[config.mk]
export PLATFORM = sky130hd
export DESIGN_NAME = dma_irq_flags
export DESIGN_NICKNAME = d
export VERILOG_FILES = /design/src/rtl/dma_irq_pkg.sv /design/src/rtl/dma_irq_chan.sv /design/src/rtl/dma_irq_pack.sv /design/src/rtl/dma_irq_flags.sv
export SDC_FILE = /design/constraint.sdc
export NUM_CORES = 1
export LEC_CHECK = 0
export CAP_MARGIN = 20
export CORE_UTILIZATION = 34
export DETAILED_ROUTE_END_ITERATION = 16
export GPL_TIMING_DRIVEN = 0
export PLACE_DENSITY = 0.8
export SYNTH_ARGS = -nofsm -noshare
export SYNTH_HDL_FRONTEND = slang
export SYNTH_HIERARCHICAL = 1
export SYNTH_SLANG_ARGS = --single-unit
[constraint.sdc]
create_clock -name clk -period 1.1 [get_ports clk]
set_clock_uncertainty 0.2 [all_clocks]
set_input_delay 0.11 -clock clk [delete_from_list [all_inputs] [get_ports clk]]
set_output_delay 0.11 -clock clk [all_outputs]
set_load 0.01 [all_outputs]
[src/rtl/dma_irq_pkg.sv]
package dma_irq_pkg;
   // Width of one channel field in the status and clear words
   localparam int unsigned FIELD_W = 4;
   // Bit positions inside a channel field; software decodes these
   localparam int unsigned BIT_SUM  = 0;
   localparam int unsigned BIT_DONE = 1;
   localparam int unsigned BIT_HALF = 2;
   localparam int unsigned BIT_ERR  = 3;

   typedef logic [FIELD_W-1:0] field_t;
endpackage

[src/rtl/dma_irq_chan.sv]
module dma_irq_chan
   import dma_irq_pkg::*;
#(
   parameter bit REG_IRQ = 1'b0
) (
   input  logic   clk,
   input  logic   rst_n,
   input  logic   set_err,
   input  logic   set_half,
   input  logic   set_done,
   input  field_t clr_field,
   input  logic   en_err,
   input  logic   en_half,
   input  logic   en_done,
   output field_t field,
   output logic   irq
);
   logic f_sum, f_done, f_half, f_err;
   logic clr_all;
   logic any_set;
   logic irq_raw;

   assign clr_all = clr_field[BIT_SUM];
   assign any_set = set_err | set_half | set_done;

   // Set dominates clear so no event is lost
   always_ff @(posedge clk) begin
      if (!rst_n) begin
         f_sum  <= 1'b0;
         f_done <= 1'b0;
         f_half <= 1'b0;
         f_err  <= 1'b0;
      end else begin
         f_sum  <= any_set  | (f_sum  & ~clr_all);
         f_done <= set_done | (f_done & ~(clr_field[BIT_DONE] | clr_all));
         f_half <= set_half | (f_half & ~(clr_field[BIT_HALF] | clr_all));
         f_err  <= set_err  | (f_err  & ~(clr_field[BIT_ERR]  | clr_all));
      end
   end

   always_comb begin
      field           = '0;
      field[BIT_SUM]  = f_sum;
      field[BIT_DONE] = f_done;
      field[BIT_HALF] = f_half;
      field[BIT_ERR]  = f_err;
   end

   assign irq_raw = (f_err & en_err) | (f_half & en_half) | (f_done & en_done);

   generate
      if (REG_IRQ) begin : g_irq_flop
         logic irq_q;
         always_ff @(posedge clk) begin
            if (!rst_n) irq_q <= 1'b0;
            else        irq_q <= irq_raw;
         end
         assign irq = irq_q;
      end else begin : g_irq_comb
         assign irq = irq_raw;
      end
   endgenerate
endmodule

[src/rtl/dma_irq_pack.sv]
module dma_irq_pack
   import dma_irq_pkg::*;
#(
   parameter int unsigned NCH      = 7,
   parameter int unsigned STATUS_W = 32
) (
   input  logic [NCH*FIELD_W-1:0] fields,
   output logic [STATUS_W-1:0]    status_word
);
   localparam int unsigned USED_W = NCH * FIELD_W;
   localparam int unsigned PAD_W  = STATUS_W - USED_W;

   generate
      if (PAD_W > 0) begin : g_pad
         assign status_word = {{PAD_W{1'b0}}, fields};
      end else begin : g_full
         assign status_word = fields;
      end
   endgenerate
endmodule

[src/rtl/dma_irq_flags.sv]
module dma_irq_flags
   import dma_irq_pkg::*;
#(
   parameter int unsigned NCH      = 7,
   parameter int unsigned STATUS_W = 32,
   parameter bit          REG_IRQ  = 1'b0
) (
   input  logic                clk,
   input  logic                rst_n,
   input  logic [NCH-1:0]      evt_err,
   input  logic [NCH-1:0]      evt_half,
   input  logic [NCH-1:0]      evt_done,
   input  logic [STATUS_W-1:0] clr_word,
   input  logic [NCH-1:0]      en_err,
   input  logic [NCH-1:0]      en_half,
   input  logic [NCH-1:0]      en_done,
   output logic [STATUS_W-1:0] status_word,
   output logic [NCH-1:0]      irq
);
   localparam int unsigned USED_W = NCH * FIELD_W;

   generate
      if (NCH < 1) begin : g_bad_nch
         $error("dma_irq_flags: NCH must be at least 1");
      end
      if (USED_W > STATUS_W) begin : g_bad_width
         $error("dma_irq_flags: channel fields exceed STATUS_W");
      end
   endgenerate

   logic [USED_W-1:0] fields;

   generate
      for (genvar c = 0; c < NCH; c++) begin : g_chan
         dma_irq_chan #(
            .REG_IRQ (REG_IRQ)
         ) u_chan (
            .clk       (clk),
            .rst_n     (rst_n),
            .set_err   (evt_err[c]),
            .set_half  (evt_half[c]),
            .set_done  (evt_done[c]),
            .clr_field (clr_word[c*FIELD_W +: FIELD_W]),
            .en_err    (en_err[c]),
            .en_half   (en_half[c]),
            .en_done   (en_done[c]),
            .field     (fields[c*FIELD_W +: FIELD_W]),
            .irq       (irq[c])
         );
      end
   endgenerate

   dma_irq_pack #(
      .NCH      (NCH),
      .STATUS_W (STATUS_W)
   ) u_pack (
      .fields      (fields),
      .status_word (status_word)
   );
endmodule

# Word level (Yosys, flattened, before mapping)
# Cells that the tools add are included.
# op_classes
muxes	0
multipliers	0
n_eq_ne	0
reduce_logical	0
shift	0
order_cmp	0
bitwise_logic	154
div	0
addsub	0
# ops
operator	count
$or 1x1->1	77
$and 1x1->1	49
$not 1->1	28
# word_totals
latch_bits	0
inputBits	76
mem_count	0
ramBits	0
register_bits	28
rom_bits	0

# Depth between registers and ports, before layout
# Gate-level depths: netlist (run 1).
# depth
ltp_word	4
depth_mapped	2

# Cells and area by module
# Netlist (run 1), hierarchy kept.
# by_module_without_submodules
mod	area_each_um2	instances	cells_per_inst
dma_irq_chan	186.4	7	18
dma_irq_pack	244.0	1	33

# Worst setup path before layout (run 1)
# No wires, ideal clock.
# synth_path
path_kind	reg-to-reg
start	register g_chan[0].u_chan.f_sum
end	register g_chan[0].u_chan.f_sum
required_ns	0.775
n_path_buf	0
arrival_ns	0.683
synth_period_minus_slack_ns	1.008
slack_ns	0.092
setup_time_ns	0.125
path_stages_with_launch	3
path_cell_list	dfxtp_1 nor2b_1 o41a_1
# synth_between
elab_chain_len	2
# synth_lines
element	line	source
from (decl)	dma_irq_chan.sv:18	logic f_sum, f_done, f_half, f_err;
from (signal assigned)	dma_irq_chan.sv:34	f_sum <= any_set | (f_sum & ~clr_all);
$and 1x1->1	dma_irq_chan.sv:34	
$or 1x1->1	dma_irq_chan.sv:34	
# Every way passes these cells.
# A chain may end at the register's enable or synchronous reset.

# Worst setup path in the final report (run 1)
# layout_path
start	register g_chan[5].u_chan.f_err
end	output irq[5]
# layout_between
elab_chain_len	3
# layout_lines
element	line	source
from (decl)	dma_irq_chan.sv:18	
from (signal assigned)	dma_irq_chan.sv:37	f_err <= set_err | (f_err & ~(clr_field[BIT_ERR] | clr_all));
$and 1x1->1	dma_irq_chan.sv:49	assign irq_raw = (f_err & en_err) | (f_half & en_half) | (f_done & en_done);
$or 1x1->1 (2 in series)	dma_irq_chan.sv:49	
to (decl)	dma_irq_flags.sv:18	output logic [NCH-1:0] irq
# Every way passes these cells.

==> summary.log, run 1 <==
[hold_path] worst hold path class in2reg
[grt] first-pass GRT wire length 6200 µm
[cts] number of buffers inserted during clock tree synthesis 3
[critical_path] critical path start-end classification reg2out
[synthesis] count of different cell masters after synthesis 9
[floorplan] initial core utilization 0.356
[cts] number of sinks on the clock net 28
[drt] Avg WL per Cell 13.0 µm
[sta] Final WS setup -362 ps
[placement] HPWL reported at the end of detailed placement 3050 µm
[synthesis] Synth area leader dfxtp_1
[synthesis] sequential fraction of the synthesis area 0.362
[floorplan] Site Rows 24
[grt] overflow left after global routing 0
[critical_path] critical path's slowest cell a222oi_1
[synthesis] Avg Cell Area, Syn 9.74 µm²
[synthesis] Yosys top cell area share 0.362
[cts] clock input transition at the sequential cells of the worst setup and hold paths 90 ps
[synthesis] netlist area before placement 1550 µm²
[synthesis] dominant cell by count in the synthesized netlist buf_4
[cts] CTS tree built
[synthesis] largest cells by area after synthesis dfxtp_1 (36%), buf_4 (29%), nor3b_1 (10%), o21a_1 (10%), o41a_1 (5.1%)
[power] leakage power summed over all cells 0.00114 µW
[drt] final routed wirelength across all metal layers 3890 µm
[critical_path] cells along the critical path a222oi_1 > inv_1 > buf_2
[floorplan] area of the die 4830 µm²
[critical_path] number of buffers and inverters on the critical path 2
[critical_path] CP Data Required Time 790 ps
[floorplan] die width 69.5 µm
[critical_path] startpoint type of the worst setup path flop
[critical_path] longest individual stage delay on the worst path 340 ps
[grt] number of antenna violations at the first check in global routing 0
[outcome] status finished, violations left
[final_layout] share of cells above drive strength 1 0.423
[floorplan] die span in y 69.5 µm
[final_layout] area growth from synthesis to layout 74.6%
[final_layout] post-route cell area 2700 µm²
[placement] Placed Area 2690 µm²
[grt] number of global-route vias before repair 1,365
[grt] largest net degree at the start of global routing 29
[sta] final max-slew violation count 0
[placement] Post-Place Setup Slack -726 ps
[synthesis] proportion of register bits with asynchronous set or reset after synthesis 0
[cts] count of H-tree levels built during CTS 1
[sta] period utilisation layout 1.33
[outcome] violated checks negative setup slack
[cts] number of hold buffers added after cts 0
[sta] Final Setup Violations 31
[drt] remaining design rule violation count 0
[final_layout] diode count 0
[floorplan] Placeable Area 4350 µm²
[drt] number of iterations in the first detailed-routing pass 5
[drt] total via count in the routed design 1,391
[grt] GRT Overall Usage 0.160
[sta] number of hold-slack violations in the final timing report 0
[cts] maximum clock insertion buffer count 2
[critical_path] Largest delay share family, worst path compound AO/OA/AOI/OAI gates
[synthesis] flop and latch count out of synthesis 28
[drt] ratio of routed vias to standard cells 4.64
[sta] maximum achievable frequency 684 MHz
[synthesis] synthesized instance count 159
[placement] placer congestion estimate 0.720
[drt] drt initial violations 41
[final_layout] nets@finish 325
[sta] setup repair after global routing missed its margin yes
[power] worst-case vdd ir drop 0.411 mV
[sta] Hold Worst Slack 256 ps
[critical_path] capturing element type of the critical path primary output
[job] Max-Cap Viols 0
[synthesis] most frequent cells after synthesis buf_4 (60), dfxtp_1 (28), nor3b_1 (21), o21a_1 (21)
[synthesis] number of flops mapped to enable cells by yosys 0
[critical_path] endpoint arrival time on the critical path 1150 ps
[placement] count of buffers inserted at the top-level ports 106
[cts] buffer type at the clock tree root clkbuf_8
[synthesis] commonest register cell after synthesis dfxtp_1
[sta] actual slew at the worst max-slew pin 564 ps
[floorplan] number of top-level design ports 115
[sta] worst slew slack as a fraction of its limit 0.624
[sta] time the worst path needs with I/O delays and setup 1460 ps
[power] Power Density 947 nW/µm²
[drt] post-route antenna net violation count 0
[critical_path] maximum fanout encountered on the critical timing path 2
[cts] Clk Latency, worst-skew pair 270 ps
[synthesis] number of warnings issued by yosys 6
metrics by stage:
stage / setup TNS [ps] / power [µW] / cells / utilization
2_1_floorplan: 0 / 1480 / 162 / -
3_3_place_gp: -29610 / 1950 / 320 / 0.617
3_5_place_dp: -29610 / 1970 / 320 / 0.617
4_1_cts: -4140 / 2580 / 296 / 0.611
5_1_grt: -5870 / 2700 / 300 / 0.621
6_report: -4330 / 2560 / 300 / 0.621
logic make-up (layout without fill, tap and decap cells):
family	Yosys count	after routing	synth area share
compound gates	35	35	0.198
buf+inv	67	153	0.308
flops	28	28	0.362
other cells	1	4	0.00242
simple gates	28	28	0.130
sequential cells by signal (all words and copies together), names as in the netlist:
register and cells:
g_chan.u_chan/f_done 7, g_chan.u_chan/f_err 7, g_chan.u_chan/f_half 7, g_chan.u_chan/f_sum 7
worst register-to-register path, stage by stage (launching register included):
cell and delay [ps]:
dfxtp_2 340, buf_6 110, buf_6 110, nor3b_1 120, o21a_1 160
cell type report:
class	count	area, µm²
Multi-Input combinational cell	67	528
Buffer	17	173
Clock buffer	4	55.1
Timing Repair Buffer	125	1260
Tap cell	52	65.1
Sequential cell	28	596
Fill cell	385	1650
Inverter	7	26.3
repair_timing:
item,CTS,global route
hold endpoints to repair,0,0
setup buffers,12,8
pin swaps,7,5
resized for setup,224,7
endpoints found under the setup margin,63,31
path summary, 6_finish.rpt:
check	from	to	slack, ps	depth (start not counted)
min	evt_half[6]	g_chan[6].u_chan/f_half$_SDFF_PN0_	260	2
max	g_chan[5].u_chan/f_err$_SDFF_PN0_	irq[5]	-360	3
max reg2reg	g_chan[0].u_chan/f_err$_SDFF_PN0_	g_chan[0].u_chan/f_err$_SDFF_PN0_	-40	4
min reg2reg	g_chan[1].u_chan/f_sum$_SDFF_PN0_	g_chan[1].u_chan/f_sum$_SDFF_PN0_	410	2
report_power, final:
group	internal [µW]	switching, µW	leakage [µW]	total, µW
clock	320	311	0.0000288	632
sequential	1090	48.3	0.000240	1140
combinational	556	232	0.000870	788
total	1970	592	0.00114	2560
cells in the final DEF (no fill, tap or decap), types with 7 or more instances in the layout:
cell type	count
clkdlybuf4s50_1	70
buf_6	55
dfxtp_2	28
o21a_1	21
nor3b_1	20
buf_4	9
a222oi_1	7
inv_1	7
nor2b_1	7
o41a_1	7
buf_2	7
layer usage:
| metal | track usage | up-vias | part of all wire |
|---|---|---|---|
| met5 | 0 | - | 0 |
| met4 | 0.0476 | 0 | 0.012 |
| met3 | 0.0349 | 5 | 0.085 |
| met2 | 0.304 | 66 | 0.54 |
| met1 | 0.176 | 640 | 0.37 |
| li1 | - | 680 | - |
Power figures use the tool's default switching activity.
==> run 2: changes to the inputs <==
SKIP_LAST_GASP = 1   (was unset)
==> run 2 against run 1 <==
Effect of this change:
- the run still ends with negative setup slack left
- wire length barely moved
- utilization fell by 0.086 points
- count of clock-buffer cells in the layout did not move
- die area did not move
- register-to-register slack barely moved
- sequential power barely moved
- critical path type unchanged
==> summary.log, run 2 (synthesis results as in run 1) <==
[final_layout] nets@finish 325
[sta] period utilisation layout 1.33
[cts] buffer type at the clock tree root clkbuf_8
[cts] count of H-tree levels built during CTS 1
[cts] CTS tree built
[power] Power Total 2560 µW
[critical_path] worst reg2reg setup slack -40 ps
[final_layout] most common cell after layout, fill and taps aside clkdlybuf4s50_1
[critical_path] reg-to-reg critical path endpoint g_chan[0].u_chan/f_err$_SDFF_PN0_
[outcome] violated checks negative setup slack
[drt] ratio of routed vias to standard cells 4.65
[floorplan] die width 69.5 µm
[cts] number of buffers inserted during clock tree synthesis 3
[sta] actual slew at the worst max-slew pin 564 ps
[cts] maximum clock insertion buffer count 2
[sta] setup repair after global routing missed its margin yes
[power] Power Density 947 nW/µm²
[grt] GRT Overall Usage 0.161
[sta] maximum achievable frequency 684 MHz
[job] Max-Cap Viols 0
[drt] remaining design rule violation count 0
[grt] largest net degree at the start of global routing 29
[grt] first-pass GRT wire length 6230 µm
[floorplan] die span in y 69.5 µm
[sta] time the worst path needs with I/O delays and setup 1460 ps
[sta] Final WS setup -361 ps
[floorplan] Placeable Area 4350 µm²
[critical_path] number of cell instances on the worst register-to-register path 4
[sta] Hold Worst Slack 256 ps
[final_layout] share of cells above drive strength 1 0.423
[cts] Clk Latency, worst-skew pair 270 ps
[placement] placer congestion estimate 0.720
[final_layout] post-route cell area 2700 µm²
[power] leakage power summed over all cells 0.00114 µW
[cts] clock input transition at the sequential cells of the worst setup and hold paths 90 ps
[placement] count of buffers inserted at the top-level ports 106
[critical_path] source of the worst register-to-register timing path g_chan[0].u_chan/f_err$_SDFF_PN0_
[sta] worst slew slack as a fraction of its limit 0.624
[critical_path] CP Data Required Time 790 ps
[placement] HPWL reported at the end of detailed placement 3050 µm
[sta] Post-Route Setup TNS -4340 ps
[floorplan] Site Rows 24
[critical_path] endpoint arrival time on the critical path 1150 ps
[hold_path] worst hold path class in2reg
[hold_path] origin of the worst min-delay path evt_half[6]
[drt] number of iterations in the first detailed-routing pass 6
[placement] Placed Area 2690 µm²
[critical_path] startpoint type of the worst setup path flop
[grt] number of antenna violations at the first check in global routing 0
[power] worst-case vdd ir drop 0.420 mV
[cts] number of hold buffers added after cts 0
[drt] drt initial violations 38
[critical_path] capturing element type of the critical path primary output
[final_layout] most used cells in the layout excluding fill and tap cells clkdlybuf4s50_1 (70), buf_6 (54), dfxtp_2 (28)
[drt] Avg WL per Cell 13.0 µm
[critical_path] critical path start-end classification reg2out
[sta] number of hold-slack violations in the final timing report 0
[drt] total via count in the routed design 1,395
[grt] number of global-route vias before repair 1,368
[hold_path] worst-case hold path end point g_chan[6].u_chan/f_half$_SDFF_PN0_
[drt] final routed wirelength across all metal layers 3890 µm
[outcome] status finished, violations left
[cts] number of sinks on the clock net 28
[floorplan] area of the die 4830 µm²
[sta] Final Setup Violations 31
[grt] overflow left after global routing 0
[critical_path] maximum fanout encountered on the critical timing path 2
[hold_path] worst hold path stage count 2
[final_layout] area growth from synthesis to layout 74.3%
[drt] post-route antenna net violation count 0
[floorplan] number of top-level design ports 115
[sta] final max-slew violation count 0
[floorplan] initial core utilization 0.356
[final_layout] diode count 0
==> run 2: final cells by class <==
cell class                 count  area [µm²]
sequential                    28         596
fill                         387        1650
inverter                       7        26.3
timing repair buffer         125        1260
tap                           52        65.1
buffer                        17         169
multi-input combinational     67         528
clock buffer                   4        55.1
==> run 2: critical path: stages, from the launching register on <==
cell,delay (ps)
dfxtp_2,330
a222oi_1,340
inv_1,60
buf_2,140
==> run 2: metal layers <==
metal / vias up / track usage / wire length (µm)
li1: 680 / - / -
met1: 642 / 0.178 / 1430
met2: 68 / 0.304 / 2080
met3: 5 / 0.0349 / 334
met4: 0 / 0.0476 / 46
met5: - / 0 / 0
==> run 2: how the worst max path moves through the flow <==
| stage | startpoint | end | slack (ps) | cells past startpoint |
|---|---|---|---|---|
| detailed placement | rst_n | g_chan[3].u_chan/f_sum$_SDFF_PN0_ | -730 | 2 |
| global placement | rst_n | g_chan[5].u_chan/f_sum$_SDFF_PN0_ | -720 | 2 |
| floorplan | g_chan[0].u_chan/f_sum$_SDFF_PN0_ | g_chan[0].u_chan/f_sum$_SDFF_PN0_ | 90 | 2 |
| global route | g_chan[5].u_chan/f_err$_SDFF_PN0_ | irq[5] | -460 | 3 |
| finish | g_chan[5].u_chan/f_err$_SDFF_PN0_ | irq[5] | -360 | 3 |
| CTS | g_chan[6].u_chan/f_err$_SDFF_PN0_ | irq[6] | -390 | 3 |
==> run 2: stage by stage <==
step                      utilization  setup WS [ps]  cells
after floorplan                     -           92.0    162
after global placement          0.617           -725    320
after detailed placement        0.617           -726    320
after CTS                       0.609           -390    296
after global routing            0.620           -457    300
final                           0.620           -361    300
==> run 2: where the power goes <==
group	total (µW)	switching (µW)	internal (µW)	leakage, µW
registers	1140	48.2	1090	0.000240
logic	787	232	555	0.000869
clock network	632	311	320	0.0000288
total	2560	591	1970	0.00114
==> run 2: repair_timing <==
action,CTS,global route
setup endpoints to repair,63,31
setup buffers,12,8
pin swaps,7,5
gates resized for setup,221,8
==> run 3: changes to the inputs <==
GPL_ROUTABILITY_DRIVEN = 0   (was unset)
==> results of run 3 <==
The final DEF is identical to that of run 2; final timing and power are the same.
